### src/rtl/tri_timer_pkg.sv
package tri_timer_pkg;

  localparam int ADDR_W = 3;
  localparam int PRE_W  = 7;

  localparam logic [ADDR_W-1:0] A_CTRL   = 3'd0;
  localparam logic [ADDR_W-1:0] A_PERIOD = 3'd1;
  localparam logic [ADDR_W-1:0] A_CMP0   = 3'd2;
  localparam logic [ADDR_W-1:0] A_CFG    = 3'd5;
  localparam logic [ADDR_W-1:0] A_FCLR   = 3'd6;

  typedef enum logic [1:0] {
    CH_OFF     = 2'd0,
    CH_CAPTURE = 2'd1,
    CH_TOGGLE  = 2'd2,
    CH_PWM     = 2'd3
  } ch_mode_e;

  // last prescaler state for each select code (ratio minus one)
  function automatic logic [PRE_W-1:0] div_last(input logic [1:0] sel);
    logic [PRE_W-1:0] r;
    case (sel)
      2'd0:    r = PRE_W'(0);
      2'd1:    r = PRE_W'(7);
      2'd2:    r = PRE_W'(31);
      default: r = PRE_W'(127);
    endcase
    return r;
  endfunction

endpackage

### src/rtl/tmr_prescaler.sv
module tmr_prescaler
  import tri_timer_pkg::*;
(
  input  logic       clk,
  input  logic       rst_n,
  input  logic       run,
  input  logic [1:0] sel,
  output logic       tick
);

  logic [PRE_W-1:0] pre_q;
  logic [PRE_W-1:0] pre_d;
  logic [PRE_W-1:0] last;

  always_comb begin
    last  = div_last(sel);
    tick  = run && (pre_q >= last);
    if (!run || tick) begin
      pre_d = '0;
    end else begin
      pre_d = pre_q + PRE_W'(1);
    end
  end

  always_ff @(posedge clk or negedge rst_n) begin
    if (!rst_n) begin
      pre_q <= '0;
    end else begin
      pre_q <= pre_d;
    end
  end

endmodule

### src/rtl/tmr_counter.sv
module tmr_counter #(
  parameter int W = 16
) (
  input  logic         clk,
  input  logic         rst_n,
  input  logic         tick,
  input  logic [W-1:0] period,
  output logic [W-1:0] count,
  output logic         wrap
);

  logic [W-1:0] cnt_q;
  logic [W-1:0] cnt_d;

  always_comb begin
    wrap  = tick && (cnt_q >= period);
    cnt_d = cnt_q;
    if (wrap) begin
      cnt_d = '0;
    end else if (tick) begin
      cnt_d = cnt_q + W'(1);
    end
  end

  always_ff @(posedge clk or negedge rst_n) begin
    if (!rst_n) begin
      cnt_q <= '0;
    end else if (tick) begin
      cnt_q <= cnt_d;
    end
  end

  assign count = cnt_q;

endmodule

### src/rtl/tmr_channel.sv
module tmr_channel
  import tri_timer_pkg::*;
#(
  parameter int W = 16
) (
  input  logic         clk,
  input  logic         rst_n,
  input  ch_mode_e     mode,
  input  logic [1:0]   edge_sel,
  input  logic         cmp_wr,
  input  logic [W-1:0] cmp_wdata,
  input  logic         load_act,
  input  logic [W-1:0] count,
  input  logic         tick,
  input  logic         cap_in,
  output logic         ch_out,
  output logic [W-1:0] cmp_act,
  output logic [W-1:0] cap_value,
  output logic         hit
);

  logic [W-1:0] sh_q, sh_d;
  logic [W-1:0] act_q, act_d;
  logic [W-1:0] cap_q, cap_d;
  logic [2:0]   sync_q;
  logic         tog_q, tog_d;
  logic         rise, fall, cap_hit, match;

  always_comb begin
    rise    = sync_q[1] && !sync_q[2];
    fall    = !sync_q[1] && sync_q[2];
    cap_hit = (mode == CH_CAPTURE) && ((edge_sel[0] && rise) || (edge_sel[1] && fall));
    match   = (mode == CH_TOGGLE) && tick && (count == act_q);
    hit     = cap_hit || match;

    sh_d  = cmp_wr   ? cmp_wdata : sh_q;
    act_d = load_act ? sh_q      : act_q;
    cap_d = cap_hit  ? count     : cap_q;

    if (mode != CH_TOGGLE) begin
      tog_d = 1'b0;
    end else if (match) begin
      tog_d = !tog_q;
    end else begin
      tog_d = tog_q;
    end
  end

  always_ff @(posedge clk or negedge rst_n) begin
    if (!rst_n) begin
      sh_q   <= '0;
      act_q  <= '0;
      cap_q  <= '0;
      sync_q <= '0;
      tog_q  <= 1'b0;
    end else begin
      sync_q <= {sync_q[1:0], cap_in};
      tog_q  <= tog_d;
      if (cmp_wr) begin
        sh_q <= sh_d;
      end
      if (load_act) begin
        act_q <= act_d;
      end
      if (cap_hit) begin
        cap_q <= cap_d;
      end
    end
  end

  always_comb begin
    case (mode)
      CH_PWM:    ch_out = (count < act_q);
      CH_TOGGLE: ch_out = tog_q;
      default:   ch_out = 1'b0;
    endcase
  end

  assign cmp_act   = act_q;
  assign cap_value = cap_q;

endmodule

### src/rtl/tri_timer.sv
module tri_timer
  import tri_timer_pkg::*;
#(
  parameter int W   = 16,
  parameter int NCH = 3
) (
  input  logic              clk,
  input  logic              rst_n,
  input  logic              wr_en,
  input  logic [ADDR_W-1:0] wr_addr,
  input  logic [W-1:0]      wr_data,
  input  logic [NCH-1:0]    cap_in,
  output logic [NCH-1:0]    ch_out,
  output logic [W-1:0]      count,
  output logic [NCH*W-1:0]  cap_value,
  output logic [NCH-1:0]    ch_flag,
  output logic              ovf_flag
);

  localparam int CFG_W = 4 * NCH;
  localparam int FLG_W = NCH + 1;

  logic [1:0]       rs_q;
  logic             rst_sync_n;
  logic [2:0]       ctrl_q, ctrl_d;
  logic [W-1:0]     period_q, period_d;
  logic [CFG_W-1:0] cfg_q, cfg_d;
  logic [FLG_W-1:0] flag_q, flag_d;
  logic [FLG_W-1:0] clr_vec;
  logic [FLG_W-1:0] set_vec;
  logic             wr_ctrl, wr_period, wr_cfg;
  logic             run, tick, wrap, load_act;
  logic [NCH-1:0]   ch_ev;
  logic [2*NCH-1:0] mode_vec;
  logic [NCH*W-1:0] cmp_act_flat;

  // reset: asserted asynchronously, released on the clock
  always_ff @(posedge clk or negedge rst_n) begin
    if (!rst_n) begin
      rs_q <= '0;
    end else begin
      rs_q <= {rs_q[0], 1'b1};
    end
  end
  assign rst_sync_n = rs_q[1];

  always_comb begin
    wr_ctrl   = wr_en && (wr_addr == A_CTRL);
    wr_period = wr_en && (wr_addr == A_PERIOD);
    wr_cfg    = wr_en && (wr_addr == A_CFG);
    clr_vec   = (wr_en && (wr_addr == A_FCLR)) ? wr_data[FLG_W-1:0] : '0;
    set_vec   = {wrap, ch_ev};

    ctrl_d    = wr_ctrl   ? wr_data[2:0]       : ctrl_q;
    period_d  = wr_period ? wr_data            : period_q;
    cfg_d     = wr_cfg    ? wr_data[CFG_W-1:0] : cfg_q;
    flag_d    = (flag_q & ~clr_vec) | set_vec;
  end

  always_ff @(posedge clk or negedge rst_sync_n) begin
    if (!rst_sync_n) begin
      ctrl_q   <= '0;
      period_q <= '1;
      cfg_q    <= '0;
      flag_q   <= '0;
    end else begin
      flag_q <= flag_d;
      if (wr_ctrl) begin
        ctrl_q <= ctrl_d;
      end
      if (wr_period) begin
        period_q <= period_d;
      end
      if (wr_cfg) begin
        cfg_q <= cfg_d;
      end
    end
  end

  assign run      = ctrl_q[2];
  assign load_act = !run || wrap;

  tmr_prescaler i_pre (
    .clk   (clk),
    .rst_n (rst_sync_n),
    .run   (run),
    .sel   (ctrl_q[1:0]),
    .tick  (tick)
  );

  tmr_counter #(.W(W)) i_cnt (
    .clk    (clk),
    .rst_n  (rst_sync_n),
    .tick   (tick),
    .period (period_q),
    .count  (count),
    .wrap   (wrap)
  );

  for (genvar i = 0; i < NCH; i++) begin : g_ch
    assign mode_vec[2*i +: 2] = cfg_q[4*i +: 2];

    tmr_channel #(.W(W)) i_ch (
      .clk       (clk),
      .rst_n     (rst_sync_n),
      .mode      (ch_mode_e'(mode_vec[2*i +: 2])),
      .edge_sel  (cfg_q[4*i+2 +: 2]),
      .cmp_wr    (wr_en && (wr_addr == (A_CMP0 + ADDR_W'(i)))),
      .cmp_wdata (wr_data),
      .load_act  (load_act),
      .count     (count),
      .tick      (tick),
      .cap_in    (cap_in[i]),
      .ch_out    (ch_out[i]),
      .cmp_act   (cmp_act_flat[i*W +: W]),
      .cap_value (cap_value[i*W +: W]),
      .hit       (ch_ev[i])
    );
  end

  assign ch_flag  = flag_q[NCH-1:0];
  assign ovf_flag = flag_q[NCH];

endmodule

### config.mk
export PLATFORM = sky130hd
export DESIGN_NAME = tri_timer
export DESIGN_NICKNAME = d
export VERILOG_FILES = /design/src/rtl/tri_timer_pkg.sv /design/src/rtl/tmr_prescaler.sv /design/src/rtl/tmr_counter.sv /design/src/rtl/tmr_channel.sv /design/src/rtl/tri_timer.sv
export SDC_FILE = /design/constraint.sdc
export NUM_CORES = 1
export LEC_CHECK = 0
export ABC_AREA = 1
export BUFFER_PORTS_ARGS = -buffer_cell sky130_fd_sc_hd__buf_2
export CAP_MARGIN = 20
export CORE_ASPECT_RATIO = 1.4
export CORE_MARGIN = 5
export CORE_UTILIZATION = 48
export CTS_BUF_LIST = sky130_fd_sc_hd__clkbuf_16
export CTS_CLUSTER_SIZE = 14
export DETAILED_ROUTE_END_ITERATION = 6
export GPL_TIMING_DRIVEN = 0
export PLACE_DENSITY_LB_ADDON = 0.05
export SETUP_SLACK_MARGIN = 0.05
export SYNTH_ARGS = -nofsm -noshare
export SYNTH_HDL_FRONTEND = slang
export SYNTH_SLANG_ARGS = --single-unit
### constraint.sdc
create_clock -name clk -period 7.95 [get_ports clk]
set_input_delay 0.795 -clock clk [delete_from_list [all_inputs] [get_ports clk]]
set_output_delay 0.795 -clock clk [all_outputs]
set_load 0.01 [all_outputs]
Word level (Yosys, flattened, before mapping). Cells that the tools add are included.

Input bits: 25. RAM bits: 0. Latch bits: 0. Register bits after elaboration: 216. ROM bits: 0. Memories kept: 0.

Add/sub/neg operators: 2. Bitwise gates (word level): 3. Eq/ne operators: 23. $lt $le $gt $ge: 5. Shift operators: 0. Reductions and logical operators: 53. Div/mod/pow operators: 0. Muxes and demuxes: 13. Multipliers: 0.

Operator list (count): 16-bit equality test (3); 16-bit < comparator (3); 1-bit logical AND (30); 7-bit one-hot mux with 3 select lines (1); 16-bit by 1-bit adder with 16-bit output (second input constant) (1); 16-bit greater-or-equal comparator (1); 16-bit two-way mux (1); 2-bit equality test (second input constant) (7); 1-bit zero test (10); 3-bit equality test (second input constant) (3); 2-bit by 1-bit equality test with 1-bit output (second input constant) (4); 1-bit logical OR (8); 7-bit by 1-bit adder with 7-bit output (second input constant) (1); 7-bit greater-or-equal comparator (1); 7-bit two-way mux (1); 3-bit by 2-bit equality test with 1-bit output (second input constant) (2); 1-bit two-way mux (6); 2-bit != test (second input constant) (3); 1-bit one-hot mux with 2 select lines (3); 2-bit nonzero test (3); 4-bit bitwise AND (1); 4-bit two-way mux (1); 4-bit NOT (1); 4-bit OR (1); other kinds (3) (3).

Logic depth before layout (Yosys ltp). Gate-level depths: netlist of run 1.

Word-level depth: 8. Gate-level depth with buffers: 17. Gate-level depth less buffers: 15.

Hierarchy. A second synthesis of run 1 with hierarchy kept.

Cells, all modules: 1149. Area total of the unflattened synthesis: 10651.5 µm².

By module, submodules not included: tmr_channel (times used 3, area each 2413.6 µm², cells each 252); tri_timer (times used 1, area each 1587.8 µm², cells each 153); tmr_counter (times used 1, area each 1333.8 µm², cells each 183); tmr_prescaler (times used 1, area each 489.2 µm², cells each 57).

Least setup slack after synthesis of run 1. OpenSTA, ideal clock, no wires.

Path type: flip-flop to output port. Start: register i_cnt.cnt_q[1] (netlist: i_cnt.count[1]). End: output ch_out[0]. Slack: 5540 ps. Buffers on the path: 1. Required time: 7155 ps. Data arrival time: 1615 ps. Stages on the path, launching flop included: 11. Cells stage by stage: dfrtp_1 -> ha_1 -> inv_1 -> nor2_1 -> nor2_1 -> o21ai_0 -> a21oi_1 -> or2_2 -> nand2_1 -> nand2_1 -> buf_4.

Cells in the longest elaborated chain, start to end: 2.

Ends and longest elaborated chain: start, declared (line tmr_counter.sv:12) `logic [W-1:0] cnt_q;`; start signal, assigned (line tmr_counter.sv:29) `cnt_q <= cnt_d;`; 16-bit < comparator (line tmr_channel.sv:73) `CH_PWM: ch_out = (count < act_q);`; 1-bit one-hot mux with 2 select lines (line tmr_channel.sv:72) `case (mode)`; end, declared (line tri_timer.sv:13) `output logic [NCH-1:0] ch_out,`.

No other way between the ends.

Worst setup path in the final report of run 1.
Start: register i_cnt.cnt_q[13] (netlist: i_cnt.count[13]). End: output ch_out[0].

Same word-level chain as after synthesis.

==> results.sh, run 1 <==
export IMPL_status="finished, final reports clean"
export IMPL_netlist_area_leader_share_pct=48.58
export IMPL_post_route_cells_drive_above_1_share_pct=15.10
export IMPL_synth_top_family_by_area="simple AND/OR/NAND/NOR gates"
export IMPL_r2r_cells=12
export IMPL_synth_area_mux_share_pct=0
export IMPL_grt_pass1_wl_um=45200
export IMPL_antennaDiodeCount=0
export IMPL_grt_overflow=0
export IMPL_grt_max_degree=65
export IMPL_fmax_mhz=283.5
export IMPL_cts_sinks=216
export IMPL_core_um2=21200
export IMPL_clock_skew_ns=0.008419
export IMPL_clockPowerShare_pct=29.1
export IMPL_post_cts_setup_buffers=0
export IMPL_routedWlPerCell_um=18.28
export IMPL_io_pins=96
export IMPL_worst_hold_slack_ns=0.06161
export IMPL_synth_top_flop_cell="dfrtp_1"
export IMPL_netSwitchingFraction_pct=35.16
export IMPL_r2r_setup_slack_ns=5.56
export IMPL_ctsHoldBuffers=0
export IMPL_slew_headroom_pct=50.34
export IMPL_synth_xor_area_share_pct=1.105
export IMPL_p_leak_nw=6.283
export IMPL_grt_setup_unrepaired="no"
export IMPL_max_stage_delay_ns=0.59
export IMPL_grt_usage_pct=23.86
export IMPL_path_class="reg -> out"
export IMPL_drc=0
export IMPL_ys_async_sr_fraction_pct=100.0
export IMPL_p_comb_share_pct=27.9
export IMPL_cts_buffer_depth=3
export IMPL_ys_warn_count=0
export IMPL_timing_rr_start="i_cnt.count[7]"
export IMPL_synth_top_cells_by_area="dfrtp_1 (49%), nand2_1 (12%), ha_1 (8.5%), o21ai_0 (7.3%), inv_1 (5.0%)"
export IMPL_dr_pass1_iters=4
export IMPL_cts_root_buf="clkbuf_16"
export IMPL_ir_worst_vdd_mv=0.1752
export IMPL_synth_cells=1166
export IMPL_num_vias=8055
export IMPL_routed_via_density=5.147
export IMPL_die_w_um=133.8
export IMPL_finalPower_mw=3.688
export IMPL_synth_edf_count=0
export IMPL_start_kind="register"
export IMPL_p_per_area_nw_per_um2=308.9
export IMPL_dieArea_um2=24540
export IMPL_critical_path_top_delay_family="simple AND/OR/NAND/NOR gates"
export IMPL_cts_made_buffers=23
export IMPL_netlist_top_cells_count="nand2_1 (323), dfrtp_1 (200), o21ai_0 (150)"
export IMPL_ant_nets=0
export IMPL_post_synth_and_or_nand_nor_area_fraction_pct=20.54
export IMPL_initial_core_util_pct=48.59
export IMPL_crit_slowest_cell="dfrtp_1"
export IMPL_fin_nets=1384
export IMPL_path_buf_inv=3
export IMPL_cp_data_arrival_time_ns=2.73
export IMPL_hpwlAfterDp_um=21420
export IMPL_hold_viol_final=0
export IMPL_chipHeight_um=183.3
export IMPL_crit_chain="ha_1 -> nand4_1 -> inv_1 -> nand4_1 -> or2_2 -> nand2_1 -> nand2_1 -> buf_4 -> buf_2"
export IMPL_h_tree_depth=1
export IMPL_tns_ns=0
export IMPL_maxSlewViolCount=0
export IMPL_p_int_mw=2.391
export IMPL_rr_endpoint="g_ch[0].i_ch.cmp_act[11]"
export IMPL_fin_crit_sh_pct=44.37
export IMPL_hold_class="in -> async"
export IMPL_drtIter0Drc=407
export IMPL_seqPwrFrac_pct=43.0
export IMPL_rows=63
export IMPL_ys_seq_area_share_pct=52.66
export IMPL_synth_distinct_cells=33
export IMPL_path_clk_slew_ns=0.06
export IMPL_cp_end_kind="primary output"
export IMPL_synth_top_cell_by_area="dfrtp_1"
export IMPL_nFillCells=1993
export IMPL_synth_compound_area_share_pct=9.364
export IMPL_synth_avg_cell_area_um2=8.836
export IMPL_synth_most_common_cell="nand2_1"
export IMPL_syn_nets=1261
export IMPL_io_buffers=95
export IMPL_maxCapViolCount=0
export IMPL_min_period_ns=3.527
export IMPL_synthAdderAreaFrac_pct=8.501
export IMPL_cp_required_ns=7.15
export IMPL_antenna_found_initial=0
export IMPL_routed_wl_um=28610
export IMPL_synth_seq_cells=216
export IMPL_worstSkewPairLatency_ns=0.51
export IMPL_area_delta_synth_final_pct=15.90
export IMPL_critPathMaxFanout=9
export IMPL_worst_pin_slew_ns=0.7449
export IMPL_grt_pass1_vias=8117
export IMPL_gp_congestion=0.8383
export IMPL_netlist_area_um2=10300
export IMPL_finalSetupViolCount=0
export IMPL_cts_resized=0
export IMPL_cts_tree="built"
export IMPL_switching_power_mw=1.297
-- power by group through the flow --
stage	Clock, mW	Combinational [mW]	Sequential (mW)
final	1.07	1.03	1.59
after global routing	1.14	1.20	1.62
after global placement	0	0.993	1.62
after detailed placement	0	1.04	1.61
after CTS	1.10	1.05	1.59
after floorplan	0	0.649	1.59
-- worst reg2reg max path, stage by stage, from the launching register on --
cell and delay (ns):
dfrtp_1 0.72, ha_1 0.35, a21oi_1 0.16, nand2_1 0.07
nor2_1 0.10, nand2_1 0.12, nand2_1 0.08, nand2_1 0.08
nand2_4 0.10, buf_6 0.18, buf_6 0.18, nand3_1 0.09
nand2_1 0.10
-- flip-flops by register name (all words and copies together), names as in the netlist --
signal               count
g_ch.i_ch.tog_q          3
g_ch.i_ch.sh_q          48
g_ch.i_ch.cmp_act       48
cfg_q                   12
period_q                16
i_cnt.count             16
rs_q                     2
i_pre.pre_q              7
g_ch.i_ch.cap_value     48
g_ch.i_ch.sync_q         9
flag_q                   4
ctrl_q                   3
-- metrics by stage --
| stage | utilization [%] | area [um^2] | worst slack, ns | std cells |
|---|---|---|---|---|
| after floorplan | - | 10300 | 1.513 | 1166 |
| after global placement | 52.36 | 11100 | -1.075 | 1521 |
| after detailed placement | 52.77 | 11190 | 4.958 | 1524 |
| after CTS | 56.31 | 11940 | 4.361 | 1565 |
| after global routing | 56.31 | 11940 | 4.256 | 1565 |
| final | 56.31 | 11940 | 4.423 | 1565 |
-- final cells by class --
class                      instances  area, um^2  share of cell area, %
inverter                         139       524.3                  4.391
timing repair buffer              98       558.0                  4.674
clock inverter                    18       175.2                  1.467
tap                              260       325.3                  2.725
clock buffer                      23       575.6                  4.820
multi-input combinational        765        4074                  34.12
buffer                            46       279.0                  2.337
sequential                       216        5429                  45.47
-- layer usage --
layer,GRT usage (%),up-vias,wire length (um)
met5,0,-,0
met3,3.238,60,1174
li1,-,4010,-
met4,9.345,0,1090
met1,27.39,3811,11190
met2,44.67,174,15160
-- kinds of logic after synthesis --
kind of cell	count (synthesis)
buf+inv	185
flops	216
other cells	1
compound gates	188
simple gates	493
fa+ha+maj	70
xor+xnor	13
-- cell usage in the layout (no fill, tap or decap), drive strengths merged, types with 2 or more instances in the layout --
| cell | n |
|---|---|
| dfrtp | 200 |
| a21oi | 33 |
| nor3 | 15 |
| nand4 | 11 |
| dfstp | 16 |
| nor3b | 2 |
| nand3 | 70 |
| inv | 140 |
| o21ai | 150 |
| a2111o | 3 |
| xor2 | 13 |
| clkinv | 10 |
| nand2 | 347 |
| buf | 121 |
| or2 | 2 |
| clkbuf | 46 |
| bufinv | 3 |
| ha | 70 |
| clkinvlp | 4 |
| nor2 | 37 |
| nand3b | 8 |
-- how the worst max path moves through the flow --
| stage | start | endpoint | slack [ns] | cells past startpoint |
|---|---|---|---|---|
| floorplan | rs_q[1] | cfg_q[0] | 1.51 | 0 |
| global placement | rs_q[1] | g_ch[1].i_ch.cap_value[9] | -1.07 | 0 |
| detailed placement | i_cnt.count[13] | ch_out[0] | 4.96 | 9 |
| CTS | i_cnt.count[13] | ch_out[0] | 4.36 | 9 |
| global route | i_cnt.count[13] | ch_out[0] | 4.26 | 9 |
| finish | i_cnt.count[13] | ch_out[0] | 4.42 | 9 |
Power figures use the tool's default switching activity.
==> run 2: changes to the inputs <==
Clock period 7.95 ns to 2.9 ns, I/O delays scaled along.
==> run 2 against run 1 <==
Effect of this change:
- sequential share of layout area fell by 0.62 points
- hold slack improved by 0.056 ns
- critical path depth rose by 2
==> results.sh, run 2 (same netlist as run 1, synthesis figures left out) <==
export IMPL_dieArea_um2=24540
export IMPL_antenna_found_initial=0
export IMPL_grt_overflow=0
export IMPL_cts_buffer_depth=3
export IMPL_use_met1_pct=28.71
export IMPL_finalPower_mw=10.15
export IMPL_fin_crit_sh_pct=96.11
export IMPL_netSwitchingFraction_pct=35.12
export IMPL_chipHeight_um=183.3
export IMPL_rr_endpoint="g_ch[1].i_ch.cmp_act[2]"
export IMPL_grt_max_degree=64
export IMPL_hold_viol_final=0
export IMPL_crit_chain="clkinvlp_4 -> ha_1 -> nor2_1 -> nor2_1 -> o21ai_0 -> a21oi_1 -> or2_2 -> nand2_1 -> nand2_1 -> buf_4 -> buf_2"
export IMPL_start_kind="register"
export IMPL_cts_tree="built"
export IMPL_grt_pass1_vias=8151
export IMPL_area_delta_synth_final_pct=17.89
export IMPL_die_w_um=133.8
export IMPL_fmax_mhz=358.8
export IMPL_gp_congestion=0.8398
export IMPL_grt_usage_pct=24.09
export IMPL_timing_rr_start="i_cnt.count[0]"
export IMPL_maxSlewViolCount=0
export IMPL_worst_pin_slew_ns=0.6833
export IMPL_clockPowerShare_pct=27.4
export IMPL_routedWlPerCell_um=18.28
export IMPL_ir_worst_vdd_mv=0.5133
export IMPL_min_period_ns=2.787
export IMPL_rows=63
export IMPL_hpwlAfterDp_um=21440
export IMPL_antennaDiodeCount=0
export IMPL_p_per_area_nw_per_um2=836.0
export IMPL_post_route_cells_drive_above_1_share_pct=17.32
export IMPL_p_int_mw=6.588
export IMPL_grt_busiest_layer="met2"
export IMPL_p_leak_nw=6.391
export IMPL_r2r_cells=15
export IMPL_io_buffers=95
export IMPL_drc=0
export IMPL_clock_skew_ns=0.01033
export IMPL_ant_nets=0
export IMPL_p_comb_share_pct=30.0
export IMPL_dr_pass1_iters=5
export IMPL_layout_commonest_cell="nand2_1"
export IMPL_tns_ns=0
export IMPL_grtUsageMet2_pct=45.56
export IMPL_r2r_setup_slack_ns=0.46
export IMPL_path_clk_slew_ns=0.06
export IMPL_critPathMaxFanout=4
export IMPL_nFillCells=1987
export IMPL_hold_class="in -> async"
export IMPL_worstSkewPairLatency_ns=0.50
export IMPL_grt_setup_unrepaired="yes"
export IMPL_max_stage_delay_ns=0.39
export IMPL_routed_via_density=5.124
export IMPL_cp_data_arrival_time_ns=2.50
export IMPL_layout_common_cells="nand2_1 (322), dfrtp_1 (185), o21ai_0 (149)"
export IMPL_num_vias=8137
export IMPL_regArea_um2=5446
export IMPL_multiInputGateArea_um2=4101
export IMPL_io_pins=96
export IMPL_finalSetupViolCount=0
export IMPL_status="finished, final reports clean"
export IMPL_cp_required_ns=2.61
export IMPL_drtIter0Drc=454
export IMPL_cts_root_buf="clkbuf_16"
export IMPL_fin_nets=1408
export IMPL_crit_slowest_cell="dfrtp_2"
export IMPL_grt_pass1_wl_um=45750
export IMPL_h_tree_depth=1
export IMPL_cts_made_buffers=22
export IMPL_use_met3_pct=2.662
export IMPL_core_um2=21200
export IMPL_maxCapViolCount=0
export IMPL_initial_core_util_pct=48.59
export IMPL_path_class="reg -> out"
export IMPL_switching_power_mw=3.566
export IMPL_cp_end_kind="primary output"
export IMPL_slew_headroom_pct=54.45
export IMPL_seqPwrFrac_pct=42.6
export IMPL_routed_wl_um=29030
export IMPL_fin_util_pct=57.28
export IMPL_cts_sinks=216
export IMPL_dpl_cell_area_um2=11190
export IMPL_stdcell_area_um2=12150
-- run 2: worst max-delay path by stage --
stage                         start                         to  slack (ns)  cells after the start
floorplan                   rs_q[1]                   cfg_q[0]        0.72                      0
global placement            rs_q[1]  g_ch[1].i_ch.cap_value[9]       -0.14                      0
detailed placement  i_cnt.count[13]                  ch_out[0]        0.41                      9
CTS                  i_cnt.count[2]                  ch_out[0]        0.06                      9
global route        i_cnt.count[11]                  ch_out[1]        0.02                      9
finish               i_cnt.count[0]                  ch_out[2]        0.11                     11
-- run 2: stage by stage --
step                      setup slack [ns]  hold slack [ns]  std cells
after floorplan                     0.7166        -0.005591       1166
after global placement             -0.1391          0.07712       1521
after detailed placement            0.4126          0.07565       1524
after CTS                          0.05738           0.1044       1572
after global routing               0.02429           0.1459       1588
final                               0.1127           0.1177       1588
-- run 2: area by class of cell --
| type | instances | share of cell area (%) |
|---|---|---|
| Buffer | 46 | 2.297 |
| Clock buffer | 23 | 4.739 |
| Clock inverter | 16 | 0.9993 |
| Inverter | 139 | 4.347 |
| Multi-Input combinational cell | 765 | 33.77 |
| Sequential cell | 216 | 44.84 |
| Tap cell | 260 | 2.678 |
| Timing Repair Buffer | 123 | 6.325 |
-- run 2: power groups by stage --
stage                     clock network (mW)  logic (mW)  registers [mW]
final                                   2.78        3.05            4.32
after global routing                    2.96        3.53            4.42
after CTS                               2.85        2.95            4.37
after detailed placement                   0        2.87            4.41
after global placement                     0        2.74            4.44
after floorplan                            0        1.78            4.35
-- run 2: metal layers --
layer | vias up | part of all wire (%) | wire length, um
met5 | - | 0 | 0
li1 | 4046 | - | -
met3 | 44 | 3.8 | 1095
met1 | 3864 | 40 | 11650
met2 | 183 | 53 | 15510
met4 | 0 | 2.7 | 778
-- run 2: worst max-delay path: cells and delay by family, from the launching register on --
family	cells	cell delay, ns
flip-flops	1	0.39
AO/OA/AOI/OAI	2	0.33
buffers and inverters	3	0.45
adder cells (fa/ha/maj)	1	0.26
AND/OR/NAND/NOR	5	0.56
-- run 2: repair_timing --
item / 4_1_cts / 5_1_grt
hold endpoints to repair: 5 / 0
hold buffers: 4 / 0
pin swaps: 0 / 0
buffers inserted: 5 / 16
cloned: 0 / 0
endpoints found under the setup margin: 3 / 3
gates resized for setup: 11 / 8
==> run 3: changes to the inputs <==
Settings changed: CORE_UTILIZATION 48 to 50.
==> run 3 against run 2 <==
Effect of this change:
- sequential share of layout area grew 0.18 points
- largest cell class unchanged
- critical path depth is the same
- wire length shrank 0.79%
- sequential power is essentially flat
- highest routed layer unchanged
- flip-flop and latch count is the same
- cell count shrank 0.19%
- clock power shrank 6%
- largest power group unchanged
- design area shrank 0.39%
- clock skew grew 0.0066 ns
==> results.sh, run 3 (same netlist as run 1, synthesis figures left out) <==
export IMPL_seqPwrFrac_pct=43.2
export IMPL_routedWlPerCell_um=18.17
export IMPL_cts_tree="built"
export IMPL_hold_viol_final=0
export IMPL_antennaDiodeCount=0
export IMPL_chipHeight_um=179.8
export IMPL_ir_worst_vdd_mv=0.5703
export IMPL_cts_root_buf="clkbuf_16"
export IMPL_clockPowerShare_pct=26.2
export IMPL_cp_required_ns=2.61
export IMPL_p_leak_nw=6.372
export IMPL_grt_max_degree=63
export IMPL_tns_ns=0
export IMPL_routed_wl_um=28810
export IMPL_slew_headroom_pct=43.98
export IMPL_initial_core_util_pct=50.50
export IMPL_dieArea_um2=23620
export IMPL_cp_data_arrival_time_ns=2.46
export IMPL_grt_pass1_wl_um=45830
export IMPL_grt_usage_pct=24.42
export IMPL_h_tree_depth=1
export IMPL_finalPower_mw=9.990
export IMPL_grt_setup_unrepaired="no"
export IMPL_drtIter0Drc=476
export IMPL_fin_crit_sh_pct=94.71
export IMPL_worst_pin_slew_ns=0.8404
export IMPL_antenna_found_initial=0
export IMPL_io_buffers=95
export IMPL_maxSlewViolCount=0
export IMPL_netSwitchingFraction_pct=35.82
export IMPL_switching_power_mw=3.579
export IMPL_crit_slowest_cell="dfrtp_2"
export IMPL_rows=62
export IMPL_p_comb_share_pct=30.6
export IMPL_layout_commonest_cell="nand2_1"
export IMPL_path_class="reg -> out"
export IMPL_path_clk_slew_ns=0.06
export IMPL_ant_nets=0
export IMPL_cts_buffer_depth=3
export IMPL_status="finished, final reports clean"
export IMPL_clock_skew_ns=0.01689
export IMPL_gp_congestion=0.8836
export IMPL_num_vias=8215
export IMPL_post_route_cells_drive_above_1_share_pct=17.61
export IMPL_maxCapViolCount=0
export IMPL_grt_overflow=0
export IMPL_start_kind="register"
export IMPL_crit_chain="buf_12 -> ha_1 -> inv_1 -> nor2_1 -> o21ai_0 -> nand3_1 -> a21oi_1 -> nand2_1 -> nand2_1 -> buf_4 -> buf_2"
export IMPL_dr_pass1_iters=5
export IMPL_p_per_area_nw_per_um2=825.8
export IMPL_critPathMaxFanout=5
export IMPL_core_um2=20400
export IMPL_p_int_mw=6.412
export IMPL_cp_end_kind="primary output"
export IMPL_hpwlAfterDp_um=21060
export IMPL_die_w_um=131.3
export IMPL_fin_nets=1410
export IMPL_routed_via_density=5.183
export IMPL_worstSkewPairLatency_ns=0.51
export IMPL_grt_pass1_vias=8220
export IMPL_finalSetupViolCount=0
export IMPL_min_period_ns=2.747
export IMPL_layout_common_cells="nand2_1 (323), dfrtp_1 (185), o21ai_0 (149)"
export IMPL_crit_top_cell="nand2_1"
export IMPL_max_stage_delay_ns=0.46
export IMPL_fmax_mhz=364.1
export IMPL_fin_util_pct=59.30
export IMPL_worst_hold_slack_ns=0.08815
export IMPL_drc=0
export IMPL_cts_sinks=216
export IMPL_io_pins=96
export IMPL_hold_class="in -> async"
export IMPL_area_delta_synth_final_pct=17.43
export IMPL_cts_made_buffers=22
-- run 3: routing by layer --
layer | part of all wire (%) | global-route usage, % | wire [um] | vias to the layer above
li1 | - | - | - | 4055
met1 | 39 | 28.79 | 11310 | 3901
met2 | 53 | 45.28 | 15290 | 194
met3 | 4.5 | 3.607 | 1298 | 65
met4 | 3.1 | 7.946 | 901 | 0
met5 | 0 | 0 | 0 | -
-- run 3: critical path: cells and delay by family (launching register included) --
kind,cells,cell delay (ns)
compound gates,2,0.41
fa+ha+maj,1,0.31
buf+inv,4,0.42
flops,1,0.46
simple gates,4,0.35
-- run 3: cell type report --
class	instances	area, um^2
plain buffers	46	279.0
clock buffers	23	575.6
clock inverters	15	71.32
fillers	1891	8304
inverters	139	528.0
multi-input cells	765	4094
flip-flops and latches	216	5446
well taps	256	320.3
repair buffers	125	783.3
-- run 3: power groups by stage --
stage / Sequential (mW) / Clock (mW) / Combinational [mW]
3_3_place_gp: 4.43 / 0 / 2.73
4_1_cts: 4.35 / 2.66 / 2.95
2_1_floorplan: 4.35 / 0 / 1.78
5_1_grt: 4.41 / 2.79 / 3.54
6_report: 4.32 / 2.62 / 3.06
3_5_place_dp: 4.40 / 0 / 2.87
-- run 3: per-stage QoR --
step | worst slack [ns] | instance area (um^2) | std cells
2_1_floorplan | 0.7166 | 10310 | 1166
3_3_place_gp | -0.1079 | 11100 | 1517
3_5_place_dp | 0.4369 | 11180 | 1520
4_1_cts | 0.06478 | 11930 | 1567
5_1_grt | 0.05447 | 12100 | 1585
6_report | 0.1534 | 12100 | 1585
-- run 3: worst paths after layout --
path | from | to | slack [ns] | cells past startpoint
max | i_cnt.count[14] | ch_out[1] | 0.15 | 11
min | rst_n | rs_q[1] | 0.09 | 2
max reg2reg | i_cnt.count[3] | i_cnt.count[8] | 0.62 | 13
min reg2reg | g_ch[2].i_ch.sync_q[0] | g_ch[2].i_ch.sync_q[1] | 0.35 | 0
max in group asynchronous | rs_q[1] | period_q[9] | 1.03 | 3
min in group clk | wr_data[15] | period_q[15] | 0.12 | 3
-- run 3: timing repair --
item,4_1_cts,5_1_grt
gates resized for setup,11,8
buffers inserted,5,18
hold endpoints to repair,5,0
endpoints found under the setup margin,3,3
hold buffers,4,0
pin swaps,0,2
